$ cat src/rtl/lkseq_pkg.sv
package lkseq_pkg;

  typedef enum logic [2:0] {
    ST_OSC = 3'd0,
    ST_SYN = 3'd1,
    ST_FRQ = 3'd2,
    ST_ACT = 3'd3,
    ST_PHS = 3'd4,
    ST_LCK = 3'd5
  } step_e;

  localparam int NSTATE = 6;
  localparam int NWAIT  = 5;

  // Minimum pulse width in ns turned into whole clock samples, rounded up.
  function automatic int unsigned ns_to_cyc(int unsigned ns, int unsigned clk_ns);
    return (ns + clk_ns - 1) / clk_ns;
  endfunction

  function automatic logic [NSTATE-1:0] onehot_of(step_e s);
    return NSTATE'(1) << s;
  endfunction

  // Steps reachable by a restart (frequency acquisition and beyond).
  function automatic logic is_late(step_e s);
    return (s == ST_FRQ) || (s == ST_ACT) || (s == ST_PHS) || (s == ST_LCK);
  endfunction

endpackage

$ cat src/rtl/lkseq_restart_filter.sv
module lkseq_restart_filter #(
  parameter int unsigned MIN_CYC = 3
) (
  input  logic clk,
  input  logic rst_n,
  input  logic restart_n,
  output logic fire
);
  localparam int CW = $clog2(MIN_CYC + 1);

  logic [CW-1:0] low_cnt;

  // One pulse per low period, on the edge taking the MIN_CYC-th low sample.
  assign fire = !restart_n && (low_cnt == CW'(MIN_CYC - 1));

  always_ff @(posedge clk or negedge rst_n) begin
    if (!rst_n) begin
      low_cnt <= '0;
    end else if (restart_n) begin
      low_cnt <= '0;
    end else if (low_cnt < CW'(MIN_CYC)) begin
      low_cnt <= low_cnt + CW'(1);
    end
  end
endmodule

$ cat src/rtl/lkseq_wait_timer.sv
module lkseq_wait_timer #(
  parameter int unsigned LIMIT = 40
) (
  input  logic clk,
  input  logic rst_n,
  input  logic clr,
  input  logic arm,
  output logic expired
);
  localparam int CW = (LIMIT > 1) ? $clog2(LIMIT) : 1;

  logic [CW-1:0] cnt;

  assign expired = arm && (cnt == CW'(LIMIT - 1));

  always_ff @(posedge clk or negedge rst_n) begin
    if (!rst_n) begin
      cnt <= '0;
    end else if (clr || expired || !arm) begin
      cnt <= '0;
    end else begin
      cnt <= cnt + CW'(1);
    end
  end
endmodule

$ cat src/rtl/lkseq_fsm.sv
module lkseq_fsm
  import lkseq_pkg::*;
(
  input  logic             clk,
  input  logic             rst_n,
  input  logic             osc_ok,
  input  logic             syn_lock,
  input  logic             rec_flock,
  input  logic             data_act,
  input  logic             rec_plock,
  input  logic             restart_fire,
  input  logic             timeout,
  output step_e            state,
  output logic             leave,
  output logic             restart_taken,
  output logic [NWAIT-1:0] err
);
  step_e nxt;

  assign restart_taken = restart_fire && is_late(state);

  always_comb begin
    nxt = state;
    if (restart_taken) begin
      nxt = ST_FRQ;
    end else begin
      unique case (state)
        ST_OSC:  if (osc_ok)     nxt = ST_SYN;
        ST_SYN:  if (syn_lock)   nxt = ST_FRQ;
        ST_FRQ:  if (rec_flock)  nxt = ST_ACT;
        ST_ACT:  if (data_act)   nxt = ST_PHS;
        ST_PHS:  if (rec_plock)  nxt = ST_LCK;
        ST_LCK:  if (!rec_plock) nxt = ST_ACT;
        default: nxt = ST_OSC;
      endcase
    end
  end

  assign leave = (nxt != state);

  logic            tmo_hit;
  logic [NWAIT-1:0] tmo_bit;

  assign tmo_hit = timeout && !leave && !restart_taken;
  assign tmo_bit = NWAIT'(1) << state;

  always_ff @(posedge clk or negedge rst_n) begin
    if (!rst_n) begin
      state <= ST_OSC;
      err   <= '0;
    end else begin
      state <= nxt;
      if (tmo_hit) err <= err | tmo_bit;
    end
  end
endmodule

$ cat src/rtl/lock_seq_ctrl.sv
module lock_seq_ctrl
  import lkseq_pkg::*;
#(
  parameter int unsigned CLK_NS         = 20,
  parameter int unsigned RESTART_MIN_NS = 50,
  parameter int unsigned TIMEOUT_CYC    = 40
) (
  input  logic              clk,
  input  logic              rst_n,
  input  logic              osc_ok,
  input  logic              syn_lock,
  input  logic              rec_flock,
  input  logic              data_act,
  input  logic              rec_plock,
  input  logic              restart_n,
  output logic              syn_en,
  output logic              rec_en,
  output logic              act_en,
  output logic              locked,
  output logic [NSTATE-1:0] state_oh,
  output logic [NWAIT-1:0]  err_sticky
);
  localparam int unsigned RESTART_CYC = ns_to_cyc(RESTART_MIN_NS, CLK_NS);

  logic  restart_fire;
  logic  timeout;
  logic  leave;
  logic  restart_taken;
  step_e state;

  lkseq_restart_filter #(.MIN_CYC(RESTART_CYC)) u_filt (
    .clk       (clk),
    .rst_n     (rst_n),
    .restart_n (restart_n),
    .fire      (restart_fire)
  );

  lkseq_wait_timer #(.LIMIT(TIMEOUT_CYC)) u_tmr (
    .clk     (clk),
    .rst_n   (rst_n),
    .clr     (leave || restart_taken),
    .arm     (state != ST_LCK),
    .expired (timeout)
  );

  lkseq_fsm u_fsm (
    .clk           (clk),
    .rst_n         (rst_n),
    .osc_ok        (osc_ok),
    .syn_lock      (syn_lock),
    .rec_flock     (rec_flock),
    .data_act      (data_act),
    .rec_plock     (rec_plock),
    .restart_fire  (restart_fire),
    .timeout       (timeout),
    .state         (state),
    .leave         (leave),
    .restart_taken (restart_taken),
    .err           (err_sticky)
  );

  assign state_oh = onehot_of(state);
  assign syn_en   = (state != ST_OSC);
  assign rec_en   = is_late(state);
  assign act_en   = (state == ST_ACT) || (state == ST_PHS) || (state == ST_LCK);
  assign locked   = (state == ST_LCK);
endmodule

$ cat config.mk
export PLATFORM = sky130hd
export DESIGN_NAME = lock_seq_ctrl
export DESIGN_NICKNAME = d
export VERILOG_FILES = /design/src/rtl/lkseq_pkg.sv /design/src/rtl/lkseq_restart_filter.sv /design/src/rtl/lkseq_wait_timer.sv /design/src/rtl/lkseq_fsm.sv /design/src/rtl/lock_seq_ctrl.sv
export SDC_FILE = /design/constraint.sdc
export NUM_CORES = 1
export LEC_CHECK = 0
export BUFFER_PORTS_ARGS = -buffer_cell sky130_fd_sc_hd__clkbuf_2
export CORE_MARGIN = 3
export CORE_UTILIZATION = 30
export DETAILED_ROUTE_END_ITERATION = 8
export PLACE_DENSITY = 0.48
export SLEW_MARGIN = 20
export SYNTH_ARGS = -nofsm -noshare
export SYNTH_HDL_FRONTEND = slang
export SYNTH_SLANG_ARGS = --single-unit
export TNS_END_PERCENT = 20
$ cat constraint.sdc
create_clock -name clk -period 1.95 [get_ports clk]
set_input_delay 0.0975 -clock clk [delete_from_list [all_inputs] [get_ports clk]]
set_output_delay 0.0975 -clock clk [all_outputs]
set_load 0.1 [all_outputs]
# Word-level counts from Yosys, hierarchy flattened
# Index checks and enable logic that the tools add are counted.
[word_totals]
ff_bits = 16
in_bits = 8
output_inout_bits = 15
wordCells = 50
[classes]
addsub = 2
order_cmp = 1
n_eq_ne = 9
n_shift = 2
n_mux = 11
n_bitwise = 1
n_reduce_logical = 20
[ops]
columns = ["op", "n"]
rows = [
  ["$mux W3", 7],
  ["$pmux W3 S6", 1],
  ["$logic_or A1 B1 Y1", 8],
  ["$add A6 B1 Y6 const B", 1],
  ["$eq A3 B2 Y1 const B", 2],
  ["$eq A3 B3 Y1 const B", 2],
  ["$eq A6 B6 Y1 const B", 1],
  ["$mux W6", 1],
  ["$shl A1 B3 Y6 const A", 1],
  ["$logic_and A1 B1 Y1", 5],
  ["$or A5 B5 Y5", 1],
  ["$shl A1 B3 Y5 const A", 1],
  ["$logic_not A1 Y1", 4],
  ["$mux W2", 2],
  ["$eq A3 B1 Y1 const B", 1],
  ["$logic_not A3 Y1", 1],
  ["$ne A3 B3 Y1", 1],
  ["$ne A3 B3 Y1 const B", 1],
  ["$reduce_bool A3 Y1", 1],
  ["$add A2 B1 Y2 const B", 1],
  ["$eq A2 B2 Y1 const B", 1],
  ["$lt A2 B2 Y1 const B", 1],
  ["$reduce_bool A2 Y1", 1],
]

# Longest topological paths before layout
# Gate-level depths: netlist (run 1).
[logic_depth]
depth_word = 11
mapped_depth = 6
ltp_nobuf = 6

# By module
# A second synthesis (run 1) with hierarchy kept.
[unflattened]
cells_unflattened = 112
hier_area_um2 = 1046.0
[modules_own_cells]
columns = ["mod", "n_inst", "cells_per_inst", "area_per_inst_um2", "seq_area_each_um2"]
rows = [
  ["lkseq_fsm", 1, 59, 559.3, 200.2],
  ["lkseq_wait_timer", 1, 27, 282.8, 150.1],
  ["lkseq_restart_filter", 1, 11, 116.4, 50.0],
  ["lock_seq_ctrl", 1, 15, 87.6, 0.0],
]

# Least setup slack after synthesis (run 1)
# No wires, ideal clock.
[synth_timing]
path_type = "reg2reg"
start = "register u_fsm.state[2]"
end = "register u_fsm.err[1]"
setup_ps = 75
arrival_ps = 3041
t_required_ps = 1875
slack_ps = -1166
stages_incl_launch_ff = 4
path_buffers = 1
path_cell_list = "dfrtp_1 buf_4 nor3_1 a31o_2"
[synth_via]
elab_chain_len = 10
word_cells_on_any_way = 27
[synth_rtl]
columns = ["element", "line", "rtl"]
rows = [
  ["start, declared", "lkseq_fsm.sv:13", "output step_e state,"],
  ["start signal, assigned", "lkseq_fsm.sv:52", "state <= nxt;"],
  ["$eq A3 B2 Y1", "lkseq_pkg.sv:26, lkseq_fsm.sv:27", ""],
  ["$logic_or A1 B1 Y1 (3 in a row)", "lkseq_pkg.sv:26", "return (s == ST_FRQ) || (s == ST_ACT) || (s == ST_PHS) || (s == ST_LCK);"],
  ["$logic_and A1 B1 Y1", "lkseq_fsm.sv:20", "assign restart_taken = restart_fire && is_late(state);"],
  ["$mux W3", "lkseq_fsm.sv:24", "if (restart_taken) begin"],
  ["$ne A3 B3 Y1", "lkseq_fsm.sv:39", "assign leave = (nxt != state);"],
  ["$logic_not A1 Y1", "lkseq_fsm.sv:44", "assign tmo_hit = timeout && !leave && !restart_taken;"],
  ["$logic_and A1 B1 Y1 (2 in a row)", "lkseq_fsm.sv:44", ""],
  ["end signal, assigned", "lkseq_fsm.sv:53", "if (tmo_hit) err <= err | tmo_bit;"],
  ["end, declared", "lkseq_fsm.sv:16", "output logic [NWAIT-1:0] err"],
]
# Parallel ways exist; a longest one is shown, timed or not.
# A chain may end at the register's enable or synchronous reset.

# Worst setup path after layout (run 1)
[layout_timing]
start = "register u_fsm.state[2]"
end = "output rec_en"
[layout_via]
elab_chain_len = 4
word_cells_on_any_way = 7
[layout_rtl]
columns = ["element", "line", "rtl"]
rows = [
  ["$eq A3 B2 Y1", "lkseq_pkg.sv:26", ""],
  ["$logic_or A1 B1 Y1 (2 in a row)", "lkseq_pkg.sv:26", ""],
  ["$logic_or A1 B1 Y1 (*)", "lkseq_pkg.sv:26", ""],
  ["end, declared", "lock_seq_ctrl.sv:17", "output logic rec_en,"],
]
# Every way passes the cells marked *; elsewhere a longest branch is shown, timed or not.

==> metrics.txt, run 1 <==
antenna violations before repair 0; capturing point of the worst reg2reg path u_tmr.cnt[5]; detailed-router iteration count before antenna repair 4; die outline height 61.03 um; worst path required time 1.85 ns; primary flip-flop cell chosen by synthesis mapping dfrtp_1; Fin Clk Skew 0.002106 ns; net count reported at finish 130; number of vias per cell 5.141; DIE WIDTH 61.03 um; xor and xnor area share after synthesis 0.04821; clk sinks 16; total global-route track usage 0.1352; reported max-cap violation count 0; routed length per instance 14.53 um; minimum period implied by the final worst setup slack 1.770 ns; pin count of the biggest net entering global routing 17; clock insertion delay at the later pin of the skew report 0.28 ns; beginning of the worst register-to-register path u_filt.low_cnt[0]; Hold Violations, Final 0; basic-gate share of the synthesized area counting and, or, nand and nor cells 0.2231; TritonCTS clock tree yes; level count of the clock H-tree 1; number of stages on the worst hold path 3; setup repair after global routing missed its margin false; dominant combinational cell family by area after synthesis simple AND/OR/NAND/NOR gates; IO Pins 23; post-CTS setup repair buffer count 0; critical path type flip-flop to primary output; post-synthesis cell area 908.4 um2; number of clock buffers inserted by TritonCTS 3; most crowded layer after global routing met1; GR Overflow Total 0; category of the worst setup path capture point primary output; global placement routability congestion 0.8082; Compound-Gate Fraction of Synth Area 0.1873; Slew HR 0.6406; Worst Max-Slew Pin Slew 0.5414 ns; met2 demand-to-capacity share in global routing 0.1873; FP Rows 19; clock transition at the register clock pins on the worst setup and hold paths after CTS 0.09 ns; worst reg2reg path depth 6; final HPWL from detailed placement 1657 um; number of instances in the synthesized netlist 93; DRC errors left 0; instance count after placement with tap cells included 143; area growth from synthesis to layout 28.24%; ant diodes 0; count of input and output buffers 22; arrival time of the worst setup path 1.67 ns; worst hold-check path type input port to flip-flop; Post-Layout Cell Count 149; total routed wirelength 2165 um; synth unique cells 33; starting density of the core 0.3211; global routing met3 resource utilization 0.03774; most frequent standard cell in the layout excluding fill and tap cells clkbuf_2; placeable core region 2829 um2; antenna violation net count after detailed routing 0; DRT iter0 DRCs 30; multiplexer area fraction after synthesis 0.01240; startpoint type of the worst setup path flip-flop; wire length of the first global-routing pass 3608 um; Hold Path End u_fsm.state[2]; Bufs on Longest Clock Path 2; sequential fraction of the synthesis area 0.4408; Clock Root Buffer clkbuf_4; final worst path period share 0.9078; share of flip-flops with an asynchronous set or reset after synthesis 1.000; yosys synthesis warning count 0; floorplan die area 3724 um2; status completed; top achievable clock speed 564.9 MHz; final-report max-slew violation count 0; synthesis-stage register bit count 16; via count of the first global-routing pass 723; hold path start data_act; layout cells sized above 1 0.3729; Critical Path Fanout Max 13; Post-Synthesis Net Count 104; adder and majority gate portion of the synthesized area 0.04132; highest-count cells in the layout ignoring fill and taps clkbuf_2 (15), dfrtp_1 (13), nor2_1 (9); EDFF count, synth 0; register-to-register path setup slack 0.39 ns; met1 capacity usage during global routing 0.1964; synthesized area per cell 9.767 um2; vias after detailed routing 766; final setup violation count 0
==> per-stage QoR <==
step / hold slack [ns] / setup TNS, ns / instance area [um2] / worst slack, ns / utilization
6_report: 0.1033 / 0 / 1165 / 0.1797 / 0.4118
5_1_grt: 0.1010 / 0 / 1165 / 0.1011 / 0.4118
3_3_place_gp: 0.06105 / 0 / 1105 / 0.3561 / 0.3905
4_1_cts: 0.08300 / 0 / 1162 / 0.06091 / 0.4109
3_5_place_dp: 0.05699 / 0 / 1105 / 0.3401 / 0.3905
2_1_floorplan: -0.1981 / -0.8803 / 933.4 / -0.2700 / -
==> critical path, cell delays in order, from the launching register on <==
cell and delay (ns):
dfrtp_2 0.52, nand2b_1 0.29, nand2_1 0.12, clkbuf_2 0.45
==> cell usage after synthesis (2+ instances only) <==
master / n / area, um2
nand3_1: 2 / 10.01
buf_4: 3 / 22.52
inv_1: 4 / 15.01
nand2b_1: 4 / 25.02
xnor2_1: 2 / 17.52
ha_1: 3 / 37.54
dfrtp_1: 16 / 400.4
xor2_1: 3 / 26.28
nor3_1: 5 / 25.02
a31o_2: 2 / 17.52
a211o_1: 2 / 17.52
nand2_1: 8 / 30.03
nor2_1: 13 / 48.80
nand3b_1: 2 / 15.01
a41o_1: 2 / 20.02
a21oi_1: 5 / 25.02
==> flip-flops by register name, summed over array words and instances (netlist names) <==
signal / flops
u_filt.low_cnt: 2
u_fsm.err: 5
u_fsm.state: 3
u_tmr.cnt: 6
==> how the worst max path moves through the flow <==
stage	from	endpoint	slack (ns)	cells after the start
global placement	u_fsm.state[0]	u_fsm.err[0]	0.36	4
CTS	u_fsm.state[2]	rec_en	0.06	3
global route	u_fsm.state[2]	rec_en	0.10	3
detailed placement	u_fsm.state[1]	rec_en	0.34	3
finish	u_fsm.state[2]	rec_en	0.18	3
floorplan	u_fsm.state[0]	syn_en	-0.27	3
==> layout make-up <==
cell class                 instances  area (um2)
multi-input combinational         69       490.5
sequential                        16       404.1
clock buffer                       4       36.28
timing repair buffer              25       180.2
fill                             290        1664
tap                               31       38.79
inverter                           4       15.01
==> timing repair <==
action                                  4_1_cts  5_1_grt
hold buffers                                  2        0
gates resized for setup                       1        2
endpoints found under the setup margin        1        5
endpoints found under the hold margin        18        0
==> metal layers <==
metal / wire length (um) / vias to the layer above
li1: - / 380
met1: 1070 / 364
met2: 940 / 20
met3: 136 / 2
met4: 17 / 0
met5: 0 / -
==> kinds of logic (layout without fill, tap and decap cells) <==
group / count (synthesis) / count (layout)
simple gates: 40 / 40
fa+ha+maj: 3 / 3
compound gates: 20 / 20
xor+xnor: 5 / 5
flops: 16 / 16
mux: 1 / 1
buf+inv: 8 / 33
Power of run 1 is not shown: default switching activity piles up to over one toggle a cycle in this logic, so the estimate is an artifact.
==> run 2: changes to the inputs <==
--- a/config.mk
+++ b/config.mk
@@ -6,10 +6,12 @@
 export NUM_CORES = 1
 export LEC_CHECK = 0
 export BUFFER_PORTS_ARGS = -buffer_cell sky130_fd_sc_hd__clkbuf_2
+export CELL_PAD_IN_SITES_DETAIL_PLACEMENT = 0
+export CELL_PAD_IN_SITES_GLOBAL_PLACEMENT = 1
 export CORE_MARGIN = 3
 export CORE_UTILIZATION = 30
 export DETAILED_ROUTE_END_ITERATION = 8
-export PLACE_DENSITY = 0.48
+export PLACE_DENSITY = 0.6
 export SLEW_MARGIN = 20
 export SYNTH_ARGS = -nofsm -noshare
 export SYNTH_HDL_FRONTEND = slang
==> metrics.txt, run 2 (synthesis results as in run 1) <==
status completed; worst hold-check path type input port to flip-flop; Bufs on Longest Clock Path 2 (unchanged); flip-flop count of the largest register, all copies and words added 6 (unchanged); Hold Path End u_fsm.state[2]; total routed wirelength 2114 um (-2.4%); detailed-router iteration count before antenna repair 4 (unchanged); startpoint type of the worst setup path flip-flop; minimum period implied by the final worst setup slack 1.756 ns (-0.01405 ns); number of clock buffers inserted by TritonCTS 3 (unchanged); DRT iter0 DRCs 18 (-40%); clock insertion delay at the later pin of the skew report 0.29 ns (about the same); total global-route track usage 0.1248 (-0.01038); number of buffer and inverter stages on the critical path 1 (unchanged); wire length of the first global-routing pass 3394 um (-5.9%); highest-count cells in the layout ignoring fill and taps clkbuf_2 (15), dfrtp_1 (13), nor2_1 (9); final-report max-slew violation count 0 (unchanged); cell with the largest stage delay on the worst path dfrtp_2; setup repair after global routing missed its margin false; worst reg2reg path depth 6 (unchanged); Hold Violations, Final 0 (unchanged); critical path type flip-flop to primary output; capturing point of the worst reg2reg path u_tmr.cnt[3]; area growth from synthesis to layout 26.86%; arrival time of the worst setup path 1.66 ns (about the same); Slew HR 0.6390 (-0.001650); global placement routability congestion 0.8184 (+1.3%); FP Rows 19 (unchanged); count of input and output buffers 22 (unchanged); net count reported at finish 130 (unchanged); clock transition at the register clock pins on the worst setup and hold paths after CTS 0.11 ns (+0.02 ns); DIE WIDTH 61.03 um (unchanged); antenna violation net count after detailed routing 0 (unchanged); IO Pins 23 (unchanged); final design utilization 0.4073 (-0.004423); level count of the clock H-tree 1 (unchanged); register-to-register path setup slack 0.37 ns (-0.02 ns); antenna violations before repair 0 (unchanged); Clock Root Buffer clkbuf_4; floorplan die area 3724 um2 (unchanged); number of stages on the worst hold path 3 (unchanged); GR Overflow Total 0 (unchanged); most frequent standard cell in the layout excluding fill and tap cells clkbuf_2; post-route worst setup slack 0.1938 ns (+0.01405 ns); final HPWL from detailed placement 1591 um (-4.0%); cell breakdown of the critical path nand2b_1 -> nand2_1 -> clkbuf_2; Cell Area, Placed 1092 um2 (-1.1%); final worst path period share 0.9006 (-0.007206); pin count of the biggest net entering global routing 17 (unchanged); Critical Path Fanout Max 15 (+2); worst path required time 1.85 ns (about the same); Biggest register u_tmr.cnt; placeable core region 2829 um2 (unchanged); via count of the first global-routing pass 694 (-4.0%); die outline height 61.03 um (unchanged); reported max-cap violation count 0 (unchanged); clk sinks 16 (unchanged); number of vias per cell 5.128 (-0.26%); TritonCTS clock tree yes; critical path's top delay family flip-flops; layout cells sized above 1 0.3729 (unchanged); ant diodes 0 (unchanged); Setup Total Neg Slack 0 ns (unchanged); vias after detailed routing 764 (-0.26%); beginning of the worst register-to-register path u_filt.low_cnt[0]; top achievable clock speed 569.4 MHz (+0.80%); delay of the slowest cell on the worst path 0.53 ns (about the same); category of the worst setup path capture point primary output; final setup violation count 0 (unchanged); hold path start data_act; largest registers in the final layout u_tmr.cnt (6), u_fsm.err (5), u_fsm.state (3); starting density of the core 0.3211 (unchanged); routed length per instance 14.19 um (-2.4%); DRC errors left 0 (unchanged); DP Worst Slack 0.3420 ns (+0.001941 ns); Fin Clk Skew 0.008628 ns (+0.006521 ns); fin area 1152 um2 (-1.1%); Worst Max-Slew Pin Slew 0.5439 ns (+0.002486 ns)
[run 2: tightest hold or removal path, cell delays in order]
cell and delay [ns]:
clkbuf_2 0.10, a21oi_1 0.06, nor2_1 0.08
[run 2: worst max-delay path by stage]
| stage | startpoint | end | cells after the start |
|---|---|---|---|
| finish | u_fsm.state[1] | rec_en | 3 |
| global route | u_fsm.state[1] | rec_en | 3 |
| CTS | u_fsm.state[1] | rec_en | 3 |
| detailed placement | u_fsm.state[0] | u_fsm.err[0] | 4 |
| global placement | u_fsm.state[0] | u_fsm.err[0] | 4 |
| floorplan | u_fsm.state[0] | syn_en | 3 |
[run 2: final cells by class]
type,instances,area (um2)
Tap cell,31,38.79
Fill cell,295,1677
Timing Repair Buffer,25,167.7
Sequential cell,16,404.1
Inverter,4,15.01
Multi-Input combinational cell,69,490.5
Clock buffer,4,36.28
[run 2: layer usage]
layer / share of wire / routed length (um) / GRT usage
met2: 0.43 / 906 / 0.1752
met3: 0.043 / 90 / 0.03145
met1: 0.52 / 1099 / 0.1875
met5: 0 / 0 / 0
met4: 0.0090 / 19 / 0.03715
[run 2: through the flow]
stage | cells | hold slack, ns
after floorplan | 93 | -0.1981
after global placement | 143 | 0.05451
after detailed placement | 143 | 0.05437
after CTS | 148 | 0.003239
after global routing | 149 | 0.1080
final | 149 | 0.08907
[run 2: timing repair]
item                                    CTS  global route
hold buffers                              1             1
hold endpoints to repair                 16             1
resized for setup                         0             3
endpoints found under the setup margin    0             3
buffers inserted                          0             0
Power of run 2 is left out for the same reason.
